[src/rtl/loc_arb_pkg.sv]
package loc_arb_pkg;
  localparam int LOC_W = 3;
  localparam int N_LOC = 5;
  localparam int OWN_W = 8;
  localparam logic [OWN_W-1:0] OWN_NONE = 8'hFF;

  // write-side bit positions of the access register
  localparam int B_REQ = 0;
  localparam int B_ACT = 1;
  localparam int B_SZ  = 2;
  localparam int B_BS  = 3;

  typedef struct packed {
    logic [N_LOC-1:0] req;
    logic [N_LOC-1:0] act;
    logic [N_LOC-1:0] sz;
    logic [N_LOC-1:0] bs;
    logic [OWN_W-1:0] own;
    logic             chg;
    logic [OWN_W-1:0] chg_loc;
  } arb_st_t;

  // move ownership to n; flag updates on old and new owner
  function automatic arb_st_t hand_over(arb_st_t s, logic [OWN_W-1:0] n);
    arb_st_t r;
    logic moved, taken;
    r = s;
    moved = (s.own != n);
    taken = (n != OWN_NONE) && s.sz[n[LOC_W-1:0]];
    if (moved && s.own != OWN_NONE) begin
      r.act[s.own[LOC_W-1:0]] = 1'b0;
      if (taken) r.bs[s.own[LOC_W-1:0]]  = 1'b1;
      else       r.req[s.own[LOC_W-1:0]] = 1'b0;
    end
    r.own = n;
    if (n != OWN_NONE) begin
      r.act[n[LOC_W-1:0]] = 1'b1;
      r.req[n[LOC_W-1:0]] = 1'b0;
      r.sz[n[LOC_W-1:0]]  = 1'b0;
      if (moved) begin
        r.chg     = 1'b1;
        r.chg_loc = n;
      end
    end
    return r;
  endfunction
endpackage

[src/rtl/loc_arb_dec.sv]
module loc_arb_dec
  import loc_arb_pkg::*;
#(
  parameter int OFFS_W = 12,
  localparam int ADDR_W = OFFS_W + LOC_W
) (
  input  logic [ADDR_W-1:0] addr_i,
  output logic [LOC_W-1:0]  loc_o,
  output logic              acc_hit_o,
  output logic              wr_ok_o,
  output logic              rd_ok_o
);
  assign loc_o     = addr_i[ADDR_W-1:OFFS_W];
  assign acc_hit_o = (addr_i[OFFS_W-1:0] == '0);
  // top locality is read-only
  assign wr_ok_o   = acc_hit_o && (loc_o < LOC_W'(N_LOC - 1));
  assign rd_ok_o   = acc_hit_o && (loc_o < LOC_W'(N_LOC));
endmodule

[src/rtl/loc_arb_pick.sv]
module loc_arb_pick #(
  parameter int W  = 5,
  parameter int IW = 3
) (
  input  logic [W-1:0]  vec_i,
  output logic          found_o,
  output logic [IW-1:0] idx_o
);
  always_comb begin
    found_o = 1'b0;
    idx_o   = '0;
    for (int i = 0; i < W; i++) begin
      if (vec_i[i]) begin
        found_o = 1'b1;
        idx_o   = IW'(i);
      end
    end
  end
endmodule

[src/rtl/loc_arb_rd.sv]
module loc_arb_rd
  import loc_arb_pkg::*;
(
  input  logic [LOC_W-1:0] loc_i,
  input  logic             ok_i,
  input  logic [N_LOC-1:0] req_i,
  input  logic [N_LOC-1:0] act_i,
  input  logic [N_LOC-1:0] bs_i,
  output logic [7:0]       rdata_o
);
  logic [7:0] view [N_LOC];

  for (genvar g = 0; g < N_LOC; g++) begin : g_view
    logic pend;
    assign pend    = |(req_i & ~(N_LOC'(1) << g));
    // valid, -, -, pending, been-seized, seize(hidden), active, request
    assign view[g] = {1'b1, 2'b00, pend, bs_i[g], 1'b0, act_i[g], req_i[g]};
  end

  assign rdata_o = ok_i ? view[loc_i] : 8'h00;
endmodule

[src/rtl/loc_arb.sv]
module loc_arb
  import loc_arb_pkg::*;
#(
  parameter int OFFS_W = 12,
  localparam int ADDR_W = OFFS_W + LOC_W
) (
  input  logic              clk_i,
  input  logic              rst_ni,
  input  logic              wr_en_i,
  input  logic [ADDR_W-1:0] addr_i,
  input  logic [7:0]        wdata_i,
  output logic [7:0]        rdata_o,
  input  logic              cmd_busy_i,
  input  logic              cmd_done_i,
  output logic              cancel_o,
  output logic [OWN_W-1:0]  owner_o,
  output logic              loc_chg_o,
  output logic [OWN_W-1:0]  loc_chg_id_o
);
  arb_st_t          cur, nxt;
  logic             hold_q, hold_d;
  logic [OWN_W-1:0] next_q, next_d;
  logic             cancel_q, cancel_d;

  logic [LOC_W-1:0] loc;
  logic             acc_hit, wr_ok, rd_ok;
  logic             pick_found;
  logic [LOC_W-1:0] pick_idx;
  logic [N_LOC-1:0] above, below;
  logic             w_sz, w_act, w_req, w_bs;
  logic [OWN_W-1:0] lo, new_own, ab_to;
  logic             set_new, do_ab;
  logic             wr_unused;

  assign wr_unused = ^wdata_i[7:4];

  loc_arb_dec #(.OFFS_W(OFFS_W)) u_dec (
    .addr_i    (addr_i),
    .loc_o     (loc),
    .acc_hit_o (acc_hit),
    .wr_ok_o   (wr_ok),
    .rd_ok_o   (rd_ok)
  );

  loc_arb_pick #(.W(N_LOC), .IW(LOC_W)) u_pick (
    .vec_i   (cur.req),
    .found_o (pick_found),
    .idx_o   (pick_idx)
  );

  loc_arb_rd u_rd (
    .loc_i   (loc),
    .ok_i    (rd_ok),
    .req_i   (cur.req),
    .act_i   (cur.act),
    .bs_i    (cur.bs),
    .rdata_o (rdata_o)
  );

  always_comb begin
    for (int i = 0; i < N_LOC; i++) begin
      above[i] = (i > int'(loc));
      below[i] = (i < int'(loc));
    end
  end

  // seize overrides request/release bits of the same write
  assign w_sz  = wdata_i[B_SZ];
  assign w_act = wdata_i[B_ACT] & ~w_sz;
  assign w_req = wdata_i[B_REQ] & ~w_sz;
  assign w_bs  = wdata_i[B_BS];
  assign lo    = OWN_W'(loc);

  always_comb begin
    nxt      = cur;
    nxt.chg  = 1'b0;
    hold_d   = hold_q;
    next_d   = next_q;
    cancel_d = 1'b0;
    new_own  = cur.own;
    set_new  = 1'b1;
    do_ab    = 1'b0;
    ab_to    = OWN_NONE;
    if (wr_en_i && wr_ok) begin
      if (w_act) begin
        if (cur.own == lo) begin
          if (pick_found) begin
            set_new = 1'b0;
            do_ab   = 1'b1;
            ab_to   = OWN_W'(pick_idx);
          end else begin
            new_own = OWN_NONE;
          end
        end else begin
          nxt.req[loc] = 1'b0;
        end
      end
      if (w_bs) nxt.bs[loc] = 1'b0;
      if (w_sz && (cur.own == OWN_NONE || lo > cur.own) &&
          !cur.sz[loc] && !(|(cur.sz & above))) begin
        nxt.sz      = nxt.sz & ~below;
        nxt.sz[loc] = 1'b1;
        set_new     = 1'b0;
        do_ab       = 1'b1;
        ab_to       = lo;
      end
      if (w_req && cur.own != lo) begin
        if (cur.own != OWN_NONE) nxt.req[loc] = 1'b1;
        else                     new_own      = lo;
      end
      if (do_ab) begin
        if (cmd_busy_i) begin
          hold_d   = 1'b1;
          next_d   = ab_to;
          cancel_d = 1'b1;
        end else begin
          nxt    = hand_over(nxt, ab_to);
          hold_d = 1'b0;
          next_d = OWN_NONE;
        end
      end else if (set_new) begin
        nxt = hand_over(nxt, new_own);
      end
    end
    // deferred handover completes after any same-cycle write
    if (cmd_done_i && hold_d) begin
      nxt    = hand_over(nxt, next_d);
      hold_d = 1'b0;
      next_d = OWN_NONE;
    end
  end

  always_ff @(posedge clk_i or negedge rst_ni) begin
    if (!rst_ni) begin
      cur.req     <= '0;
      cur.act     <= '0;
      cur.sz      <= '0;
      cur.bs      <= '0;
      cur.own     <= OWN_NONE;
      cur.chg     <= 1'b0;
      cur.chg_loc <= OWN_NONE;
      hold_q      <= 1'b0;
      next_q      <= OWN_NONE;
      cancel_q    <= 1'b0;
    end else begin
      cur      <= nxt;
      hold_q   <= hold_d;
      next_q   <= next_d;
      cancel_q <= cancel_d;
    end
  end

  assign owner_o      = cur.own;
  assign loc_chg_o    = cur.chg;
  assign loc_chg_id_o = cur.chg_loc;
  assign cancel_o     = cancel_q;

  AST_OWNER_LEGAL: assert property (@(posedge clk_i) disable iff (!rst_ni)
    owner_o == OWN_NONE || owner_o < OWN_W'(N_LOC - 1));
  AST_TOP_LOC_IDLE: assert property (@(posedge clk_i) disable iff (!rst_ni)
    !cur.req[N_LOC-1] && !cur.sz[N_LOC-1] && !cur.act[N_LOC-1]);
  AST_ONE_ACTIVE: assert property (@(posedge clk_i) disable iff (!rst_ni)
    $onehot0(cur.act));
  AST_OWNER_FLAG: assert property (@(posedge clk_i) disable iff (!rst_ni)
    owner_o != OWN_NONE |-> cur.act[owner_o[LOC_W-1:0]]);
  AST_CHG_TARGET: assert property (@(posedge clk_i) disable iff (!rst_ni)
    loc_chg_o |-> loc_chg_id_o == owner_o);
  AST_SEIZE_SINGLE: assert property (@(posedge clk_i) disable iff (!rst_ni)
    $onehot0(cur.sz));
  AST_HOLD_FREEZE: assert property (@(posedge clk_i) disable iff (!rst_ni)
    hold_q && !wr_en_i && !cmd_done_i |=> owner_o == $past(owner_o));
  AST_CANCEL_BUSY: assert property (@(posedge clk_i) disable iff (!rst_ni)
    cancel_o |-> $past(cmd_busy_i));
endmodule

[config.mk]
export PLATFORM = sky130hd
export DESIGN_NAME = loc_arb
export DESIGN_NICKNAME = d
export VERILOG_FILES = /design/src/rtl/loc_arb_pkg.sv /design/src/rtl/loc_arb_dec.sv /design/src/rtl/loc_arb_pick.sv /design/src/rtl/loc_arb_rd.sv /design/src/rtl/loc_arb.sv
export SDC_FILE = /design/constraint.sdc
export NUM_CORES = 1
export LEC_CHECK = 0
export ABC_CLOCK_PERIOD_IN_PS = 4900
export BUFFER_PORTS_ARGS = -buffer_cell sky130_fd_sc_hd__buf_2
export CAP_MARGIN = 20
export CORE_UTILIZATION = 25
export CTS_CLUSTER_SIZE = 20
export DETAILED_ROUTE_END_ITERATION = 16
export PLACE_DENSITY = 0.47
export SYNTH_ARGS = -nofsm -noshare
export SYNTH_HDL_FRONTEND = slang
export SYNTH_HIERARCHICAL = 1
export SYNTH_SLANG_ARGS = --single-unit
[constraint.sdc]
create_clock -name clk_i -period 4.9 [get_ports clk_i]
set_input_delay 0.49 -clock clk_i [delete_from_list [all_inputs] [get_ports clk_i]]
set_output_delay 0.49 -clock clk_i [all_outputs]
set_load 0.01 [all_outputs]
Yosys cells after proc, flatten, opt, wreduce, memory -nomap -nowiden

Cells that the tools add are included.

Flip-flop bits (word level): 47
Output and inout bits: 26
Logic and storage cells: 215

Order comparisons: 25
Eq/ne operators: 11
Multiplexer cells: 107
Bitwise gates (word level): 32
Reductions and logical operators: 30

Operators by type and width:

| cell                                                                                 | number |
|---|---|
| 37-bit two-way mux                                                                   | 5 |
| 8-bit two-way mux                                                                    | 18 |
| 10-bit two-way mux                                                                   | 10 |
| 5-bit two-way mux                                                                    | 19 |
| 5-bit bitwise AND                                                                    | 14 |
| 9-bit two-way mux                                                                    | 6 |
| 15-bit two-way mux                                                                   | 3 |
| 8-bit != test (second input constant)                                                | 5 |
| 5-bit NOT                                                                            | 7 |
| 5-bit bitwise OR                                                                     | 7 |
| 1-bit two-way mux                                                                    | 32 |
| 8-bit binary-select mux with 3-bit select                                            | 1 |
| 3-bit by 4-bit < comparator with 1-bit output (second input constant)                | 6 |
| 8-bit != test                                                                        | 3 |
| 1-bit logical AND                                                                    | 20 |
| 4-bit OR reduction                                                                   | 5 |
| 1-bit demux with 3-bit select                                                        | 6 |
| 3-bit by 1-bit greater-or-equal comparator with 1-bit output (second input constant) | 6 |
| 1-bit binary-select mux with 3-bit select                                            | 4 |
| 12-bit logical NOT                                                                   | 1 |
| 8-bit by 3-bit equality test with 1-bit output                                       | 1 |
| 8-bit equality test (second input constant)                                          | 1 |
| 3-bit by 8-bit > comparator with 1-bit output                                        | 1 |
| 8-bit by 3-bit != test with 1-bit output                                             | 1 |
| other kinds (16)                                                                     | 23 |

Logic depth before layout (Yosys ltp)

Gate-level depths: netlist of run 1.

Depth in word-level cells: 36
Depth in mapped cells: 16
Mapped depth without buffers: 13

Cells and area by module

Netlist of run 1, hierarchy kept.

By module, submodules not included:

| module       | times used | cells each | area an instance (sq um) | seq. area each (sq um) |
|---|---|---|---|---|
| loc_arb      | 1          | 529        | 4235.3                   | 1206.2 |
| loc_arb_rd   | 1          | 27         | 237.7                    | 0.0 |
| loc_arb_dec  | 1          | 10         | 83.8                     | 0.0 |
| loc_arb_pick | 1          | 8          | 42.5                     | 0.0 |

Worst setup path before layout of run 1

OpenSTA, ideal clock, no wires.

Kind: reg-to-reg
Start: register cur, in the netlist owner_o[2]
End: register cur[30] (netlist bit)
Library setup time: 0.118 ns
Arrival: 3.999 ns
Setup slack: 0.782 ns
Cell stages (with the launch flop): 16
Buffers on the path: 3
Period minus slack after synthesis: 4.118 ns
Cell sequence: dfstp_2 -> clkbuf_1 -> inv_1 -> ha_1 -> and4b_1 -> and4_1 -> buf_2 -> a211oi_2 -> nor3_2 -> or2_1 -> a2111oi_4 -> o31ai_2 -> and4b_1 -> buf_6 -> or4_4 -> a21o_1

RTL lines:

| element                | line           | source |
|---|---|---|
| start, declared        | loc_arb.sv:20  | `arb_st_t cur, nxt;` |
| start signal, assigned | loc_arb.sv:146 | `cur <= nxt;` |

==> results.toml, run 1 <==
[run_status]
status = "finished clean"

[place]
dp_hpwl_um = 13900
placed_area_sq_um = 5060
routabilityCongestion = 0.942
numPortBuffers = 46

[worst_setup_path]
crit_arrival_ns = 4.80
cp_cell_sequence = "inv_1 > ha_1 > and4b_1 > and4_1 > a211oi_2 > nor3_2 > buf_4 > nor4_1 > a2111oi_4 > o31ai_2 > and4b_1 > nor4_1 > a2111oi_2"
r2r_start = "owner_o[1]"
path_max_fanout = 8
cp_slowest_cell = "dfstp_2"
crit_family = "simple AND/OR/NAND/NOR gates"
worst-path-buf-inv = 2
critPathKind = "register to register"
cp.required_ns = 5.08
crit_path_end_kind = "register"
start_kind = "register"
rr_endpoint = "cur[33]"
r2r_slack_ns = 0.28
ff2ff_path_depth = 13
crit_path_max_incr_delay_ns = 0.64

[routing]
wl_um = 18000
vias_per_cell = 5.83
drt_iter0_markers = 545
num_vias = 4884
drt_first_pass_iters = 5
ant_nets = 0
drc = 0
post_drt_wl_per_cell_um = 21.5

[grt]
grt_pass1_wl_um = 27600
grt_pass1_vias = 4638
grt_remaining_overflow = 0
track_usage_pct = 19.5
antenna_found_initial = 0
grt_max_degree = 48

[clock_tree]
numClockSinks = 47
cts_setup_buffers = 0
path_clk_slew_ns = 0.07
clk_path_buf_depth = 2
cts-root-buf = "clkbuf_16"
htreeDepth = 2
numCtsBuffers = 5
cts-resized-gates = 0
cts_tree = "built"
ctsHoldBuffers = 0
clock_latency_ns = 0.30

[sta]
worst_hold_slack_ns = 0.281
max_freq_mhz = 216
fin_skew_ns = 0.00687
setup_viol = 0
hold_viol = 0
rsz0062_at_grt = "no"
final.setup.tns_ns = 0
slew_viol_final = 0
max_slew.worst_pin.slew_ns = 1.06
min_period_ns = 4.62
period_share_pct = 94.4
max-slew-margin-rel_pct = 29.3

[finish]
layout-drive-gt1-share_pct = 24.6
regArea_sq_um = 1210
num_antenna_cells = 0
n_fill_cell = 1922
design_area_sq_um = 5250
syn2layout_area_growth_pct = 14.3
multi_input_area_sq_um = 3010
nNetsFinal = 639

[synth]
syn-mean-instance-area_sq_um = 8.02
synth_cells = 573
synth_area_sq_um = 4590
yosysWarnings = 6

[power]
powerDensity_nw_per_um2 = 200
peakVddDrop_mv = 0.140
p_leak_nw = 2.03

[die]
die_area_sq_um = 18900
core_sq_um = 18000
die_w_um = 138
num_rows = 49
die_h_um = 138
io_pins = 54
initial_utilization_pct = 25.6

[min_path]
min_path_type = "primary input to asynchronous set/reset pin"

[run]
maxCapViolCount = 0
-- state kept, by name, summed over array words and instances (netlist names) --
signal and count:
cancel_o 1, cur 20, hold_q 1, loc_chg_id_o 8, loc_chg_o 1, next_q 8, owner_o 8
-- worst max-delay path by stage --
| stage | from | end | slack (ns) | cells after the start |
|---|---|---|---|---|
| finish | owner_o[1] | cur[33] | 0.28 | 13 |
| global route | owner_o[1] | loc_chg_id_o[6] | 0.08 | 11 |
| CTS | owner_o[1] | cur[33] | 0.37 | 13 |
| detailed placement | owner_o[1] | cur[34] | 0.40 | 13 |
| global placement | addr_i[7] | loc_chg_id_o[1] | 0.49 | 13 |
| floorplan | owner_o[2] | cur[30] | 0.78 | 15 |
-- routing by layer --
metal	global-route usage (%)	share of wire, %	vias to the layer above
met1	26.0	44	2383
met5	0	0	-
li1	-	-	2239
met2	30.9	46	222
met4	8.79	3.7	0
met3	2.76	6.8	40
-- final cells by class --
class	count	area share [%]
clock buffers	6	2.86
clock inverters	2	0.691
inverters	16	1.14
multi-input cells	456	57.3
flip-flops and latches	47	23.0
well taps	229	5.46
repair buffers	82	9.53
-- placed cells by master, fill, tap and decap left out, drive strengths merged, types with 4 or more instances in the layout --
cell / count
a2111oi: 7
inv: 16
a211oi: 6
nor3: 28
a31oi: 10
xnor2: 8
nand2: 64
o21a: 5
nand2b: 7
nor4: 8
nor2: 45
a31o: 6
dfrtp: 23
or4: 5
o221ai: 5
a41oi: 4
dfstp: 24
or3: 6
buf: 82
or2: 4
a2bb2oi: 5
nand3: 22
nor2b: 7
a21oi: 31
o31a: 4
o21ai: 30
and3: 4
o22ai: 9
and2: 10
mux2i: 13
a22oi: 6
nand4b: 4
clkbuf: 6
nand4: 13
o211ai: 4
o31ai: 14
-- through the flow --
| step | setup slack (ns) | util, % | power (W) | instances |
|---|---|---|---|---|
| 4_1_cts | 0.370 | 29.2 | 0.00105 | 838 |
| 5_1_grt | 0.0794 | 29.2 | 0.00108 | 838 |
| 2_1_floorplan | 0.782 | - | 0.000535 | 575 |
| 3_3_place_gp | 0.490 | 28.2 | 0.000615 | 830 |
| 3_5_place_dp | 0.398 | 28.2 | 0.000613 | 830 |
| 6_report | 0.276 | 29.2 | 0.00105 | 838 |
-- power by group --
part | internal (W) | switching, W
Sequential | 0.000393 | 0.00000991
Combinational | 0.0000698 | 0.000142
Clock | 0.000272 | 0.000161
(Power assumes the default switching activity.)
==> run 2, diff against run 1 <==
--- a/config.mk
+++ b/config.mk
@@ -10,2 +10,3 @@
 export CAP_MARGIN = 20
+export CORE_ASPECT_RATIO = 1.2
 export CORE_UTILIZATION = 25
--- a/constraint.sdc
+++ b/constraint.sdc
@@ -3,2 +3,2 @@
 set_output_delay 0.49 -clock clk_i [all_outputs]
-set_load 0.01 [all_outputs]
+set_load 0.05 [all_outputs]
==> run 2 against run 1 <==
Compared with the run above:
- design area fell by 0.76%
- clock skew down 0.0022 ns
- utilization is 0.089 points higher
- sequential cell count did not move
- wire length is 0.66% higher
- final cell count decreased by 0.95%
==> results.toml, run 2 (synthesized netlist as in run 1, its figures left out) <==
[place]
dp_hpwl_um = 14200
placed_area_sq_um = 5060
numPortBuffers = 46
routabilityCongestion = 0.932
place_ws_ns = 0.521

[clock_tree]
cts_setup_buffers = 0
ctsHoldBuffers = 0
numCtsBuffers = 5
cts-root-buf = "clkbuf_16"
htreeDepth = 2
clk_path_buf_depth = 2
numClockSinks = 47
cts-resized-gates = 0
clock_latency_ns = 0.29
path_clk_slew_ns = 0.07
cts_tree = "built"

[sta]
hold_viol = 0
layout_setup_ws_ns = 0.455
max_freq_mhz = 225
setup_viol = 0
period_share_pct = 90.7
max-slew-margin-rel_pct = 15.8
fin_skew_ns = 0.00463
max_slew.worst_pin.slew_ns = 1.23
min_period_ns = 4.45
rsz0062_at_grt = "no"
final.setup.tns_ns = 0
slew_viol_final = 0

[die]
die_area_sq_um = 18900
num_rows = 53
core_sq_um = 17800
die_h_um = 151
io_pins = 54
die_w_um = 126
initial_utilization_pct = 25.9

[finish]
largest_register_ffs = 20
final_cell_mix = "nand2_1, buf_2, nor2_1"
nNetsFinal = 640
largest_register = "cur"
layout-drive-gt1-share_pct = 24.8
num_antenna_cells = 0
syn2layout_area_growth_pct = 13.4
mostFrequentLayoutCell = "nand2_1"
n_fill_cell = 1953
design_area_sq_um = 5210

[power]
p_leak_nw = 2.01
peakVddDrop_mv = 0.136
powerDensity_nw_per_um2 = 186
swShare_pct = 32.3
pwr-share-comb_pct = 22.2
pwr-share-clk_pct = 36.1
pwr-share-seq_pct = 41.6
switchingPower_w = 0.000312
intPower_w = 0.000655

[worst_setup_path]
cp.required_ns = 5.11
crit_path_end_kind = "register"
crit_arrival_ns = 4.66
path_max_fanout = 14
critPathKind = "register to register"
start_kind = "register"

[routing]
vias_per_cell = 5.99
post_drt_wl_per_cell_um = 21.8
drt_first_pass_iters = 5
drt_iter0_markers = 530
drc = 0
wl_um = 18100
num_vias = 4973
ant_nets = 0

[grt]
track_usage_pct = 19.6
grt_pass1_vias = 4910
grt_max_degree = 48
antenna_found_initial = 0
grt_remaining_overflow = 0
grt_pass1_wl_um = 28700

[run]
maxCapViolCount = 0

[run_status]
status = "finished clean"

[min_path]
min_path_type = "primary input to asynchronous set/reset pin"
==> run 2: area by class of cell <==
type | instances | area, sq um | share of cell area [%]
multi-input cells | 456 | 3010 | 57.8
inverters | 16 | 60.1 | 1.15
clock buffers | 5 | 125 | 2.40
flip-flops and latches | 47 | 1210 | 23.2
well taps | 220 | 275 | 5.28
clock inverters | 3 | 25.0 | 0.480
repair buffers | 83 | 508 | 9.75
==> run 2: metrics by stage <==
step | instances | hold slack [ns] | utilization, % | power, W
2_1_floorplan | 575 | 0.194 | - | 0.000540
3_3_place_gp | 822 | 0.460 | 28.5 | 0.000619
3_5_place_dp | 822 | 0.460 | 28.5 | 0.000619
4_1_cts | 830 | 0.306 | 29.3 | 0.000972
5_1_grt | 830 | 0.341 | 29.3 | 0.00101
6_report | 830 | 0.289 | 29.3 | 0.000967
==> run 2: worst paths after layout <==
path | end | startpoint | depth (start not counted) | slack [ns]
max reg2reg | loc_chg_id_o[4] | owner_o[2] | 12 | 0.45
max in group asynchronous | cur[17] | rst_ni | 2 | 4.19
min | loc_chg_o | rst_ni | 2 | 0.29
max | loc_chg_id_o[4] | owner_o[2] | 12 | 0.45
min in group clk_i | hold_q | cmd_done_i | 2 | 0.40
min reg2reg | loc_chg_id_o[5] | loc_chg_id_o[5] | 2 | 0.47
==> run 2: routing by layer <==
layer	share of wire, %	wire [um]	global-route usage, %
met1	42	7540	24.9
met2	45	8100	31.3
met3	7.5	1360	2.81
met4	6.2	1130	12.3
met5	0	0	0
==> run 2: critical path: stages (launching register included) <==
cell      delay [ns]
dfstp_2         0.53
inv_1           0.09
ha_1            0.37
a21oi_1         0.19
nand2_1         0.16
a21oi_2         0.61
o31ai_2         0.25
a211oi_1        0.57
xnor2_1         0.11
o21ai_1         0.15
nor3b_1         0.12
a311oi_2        0.89
mux2i_1         0.30
==> run 2: power by group through the flow <==
stage / clock network (W) / registers, W / logic, W
finish: 0.000349 / 0.000403 / 0.000215
detailed placement: 0 / 0.000410 / 0.000209
global placement: 0 / 0.000410 / 0.000209
global route: 0.000373 / 0.000404 / 0.000233
CTS: 0.000359 / 0.000403 / 0.000210
floorplan: 0 / 0.000404 / 0.000135
==> run 3, diff against run 2 <==
- ABC_AREA: unset -> 1
- CTS_CLUSTER_DIAMETER: unset -> 100
- SKIP_LAST_GASP: unset -> 1
==> run 3 against run 2 <==
Compared with the run above:
- first-iteration DRC count shrank 37%
- design area up 1.4%
- via count is 1.6% higher
- clock power increased by 6.6%
- die area is 5.1% higher
- sequential share of layout area fell by 0.32 points
- fmax rose by 11%
- clock skew increased by 0.0015 ns
- critical endpoint is now cur[35]
==> results.toml, run 3 <==
[worst_setup_path]
cp_cell_sequence = "inv_1 > ha_1 > inv_1 > o21bai_1 > nand2_1 > nand2_1 > nand2_1 > nand2_2 > nand2_4 > nand2_4 > nand3_4 > o21ai_2 > inv_2 > nor3_1 > nand2_1 > nand3b_1 > nor2_4 > nor2_1 > nor2_1"
start_kind = "register"
crit_path_end_kind = "register"
critPathKind = "register to register"
crit_arrival_ns = 4.19
r2r_slack_ns = 0.90
r2r_start = "owner_o[1]"
cp.required_ns = 5.09
path_max_fanout = 20
rr_endpoint = "cur[35]"
ff2ff_path_depth = 19
crit_path_max_incr_delay_ns = 0.65
crit_top_cell = "nand2_1"
cp_slowest_cell = "dfstp_2"

[sta]
min_period_ns = 4.00
rsz0062_at_grt = "no"
slew_viol_final = 0
setup_viol = 0
hold_viol = 0
worst_hold_slack_ns = 0.277
fin_skew_ns = 0.00615
period_share_pct = 81.7
max_freq_mhz = 250
max-slew-margin-rel_pct = 57.8
final.setup.tns_ns = 0
max_slew.worst_pin.slew_ns = 0.632

[die]
die_w_um = 129
num_rows = 55
die_h_um = 154
initial_utilization_pct = 25.5
die_area_sq_um = 19900
core_sq_um = 18900
io_pins = 54

[routing]
drc = 0
vias_per_cell = 4.70
ant_nets = 0
drt_first_pass_iters = 4
post_drt_wl_per_cell_um = 15.6
wl_met3_um = 662
wl_met2_um = 8210
drt_iter0_markers = 336
num_vias = 5055
routed.top_layer = "met4"
wl_um = 16800
met1_length_um = 7570

[place]
dp.cells = 1068
placed_area_sq_um = 5130
numPortBuffers = 46
routabilityCongestion = 0.918
dp_hpwl_um = 13100

[finish]
mostFrequentLayoutCell = "nand2_1"
final_cell_mix = "nand2_1, nor2_1, inv_1"
largest_register = "cur"
num_antenna_cells = 0
syn2layout_area_growth_pct = 9.35
nNetsFinal = 850
final_cells = 1076
largest_register_ffs = 20
design_area_sq_um = 5280
layout-drive-gt1-share_pct = 17.1

[min_path]
min_path_type = "primary input to asynchronous set/reset pin"

[grt]
grt_remaining_overflow = 0
track_usage_pct = 17.4
grt_max_degree = 48
grt_pass1_vias = 4865
antenna_found_initial = 0
grt_pass1_wl_um = 26600

[synth]
yosysWarnings = 6
synth_cells = 800
syn-mean-instance-area_sq_um = 6.04
synth_area_sq_um = 4830

[clock_tree]
clock_latency_ns = 0.30
clk_path_buf_depth = 2
cts_tree = "built"
cts-resized-gates = 0
numClockSinks = 47
path_clk_slew_ns = 0.07
cts_setup_buffers = 0
ctsHoldBuffers = 0
numCtsBuffers = 5
cts-root-buf = "clkbuf_16"
htreeDepth = 2

[power]
peakVddDrop_mv = 0.127
powerDensity_nw_per_um2 = 202
p_leak_nw = 2.68
finalPower_w = 0.00107

[run]
maxCapViolCount = 0

[run_status]
status = "finished clean"
==> run 3: worst max-delay path, delay by kind of cell, from the launching register on <==
kind	cells	cell delay, ns
buffers and inverters	3	0.36
adder cells (fa/ha/maj)	1	0.35
AND/OR/NAND/NOR	13	2.07
AO/OA/AOI/OAI	2	0.44
flip-flops	1	0.65
==> run 3: stage by stage <==
stage               setup slack [ns]  util (%)
finish                         0.896      27.9
global route                   0.607      27.9
CTS                            0.910      27.9
detailed placement             0.804      27.1
global placement               0.836      27.1
floorplan                       1.97         -
==> run 3: area by class of cell <==
cell class                 count  area [sq um]
clock buffer                   5           125
sequential                    47          1210
tap                          256           320
inverter                     108           408
timing repair buffer          51           268
multi-input combinational    606          2930
clock inverter                 3          26.3
fill                        2186         13600
==> run 3: power by group <==
| group | leakage, nW | internal [W] | switching, W | total, W |
|---|---|---|---|---|
| Clock | 0.0767 | 0.000196 | 0.000176 | 0.000372 |
| Sequential | 0.569 | 0.000417 | 0.0000229 | 0.000440 |
| Combinational | 2.03 | 0.0000675 | 0.000186 | 0.000254 |
| Total | 2.68 | 0.000680 | 0.000385 | 0.00107 |
==> run 3: how the worst max path moves through the flow <==
stage                     startpoint               to  slack [ns]  depth (start not counted)
after global placement    addr_i[12]          cur[35]        0.84                         16
after CTS                 owner_o[1]          cur[20]        0.91                         19
after floorplan           owner_o[2]  loc_chg_id_o[7]        1.97                         21
after detailed placement  addr_i[12]          cur[20]        0.80                         16
final                     owner_o[1]          cur[35]        0.90                         19
after global routing      owner_o[1]          cur[19]        0.61                         19
==> run 3: metal layers <==
layer  GRT usage (%)  up-vias
met5               0        -
met4            5.99        0
met3            1.73       24
met2            29.5      135
met1            22.8     2323
li1                -     2573
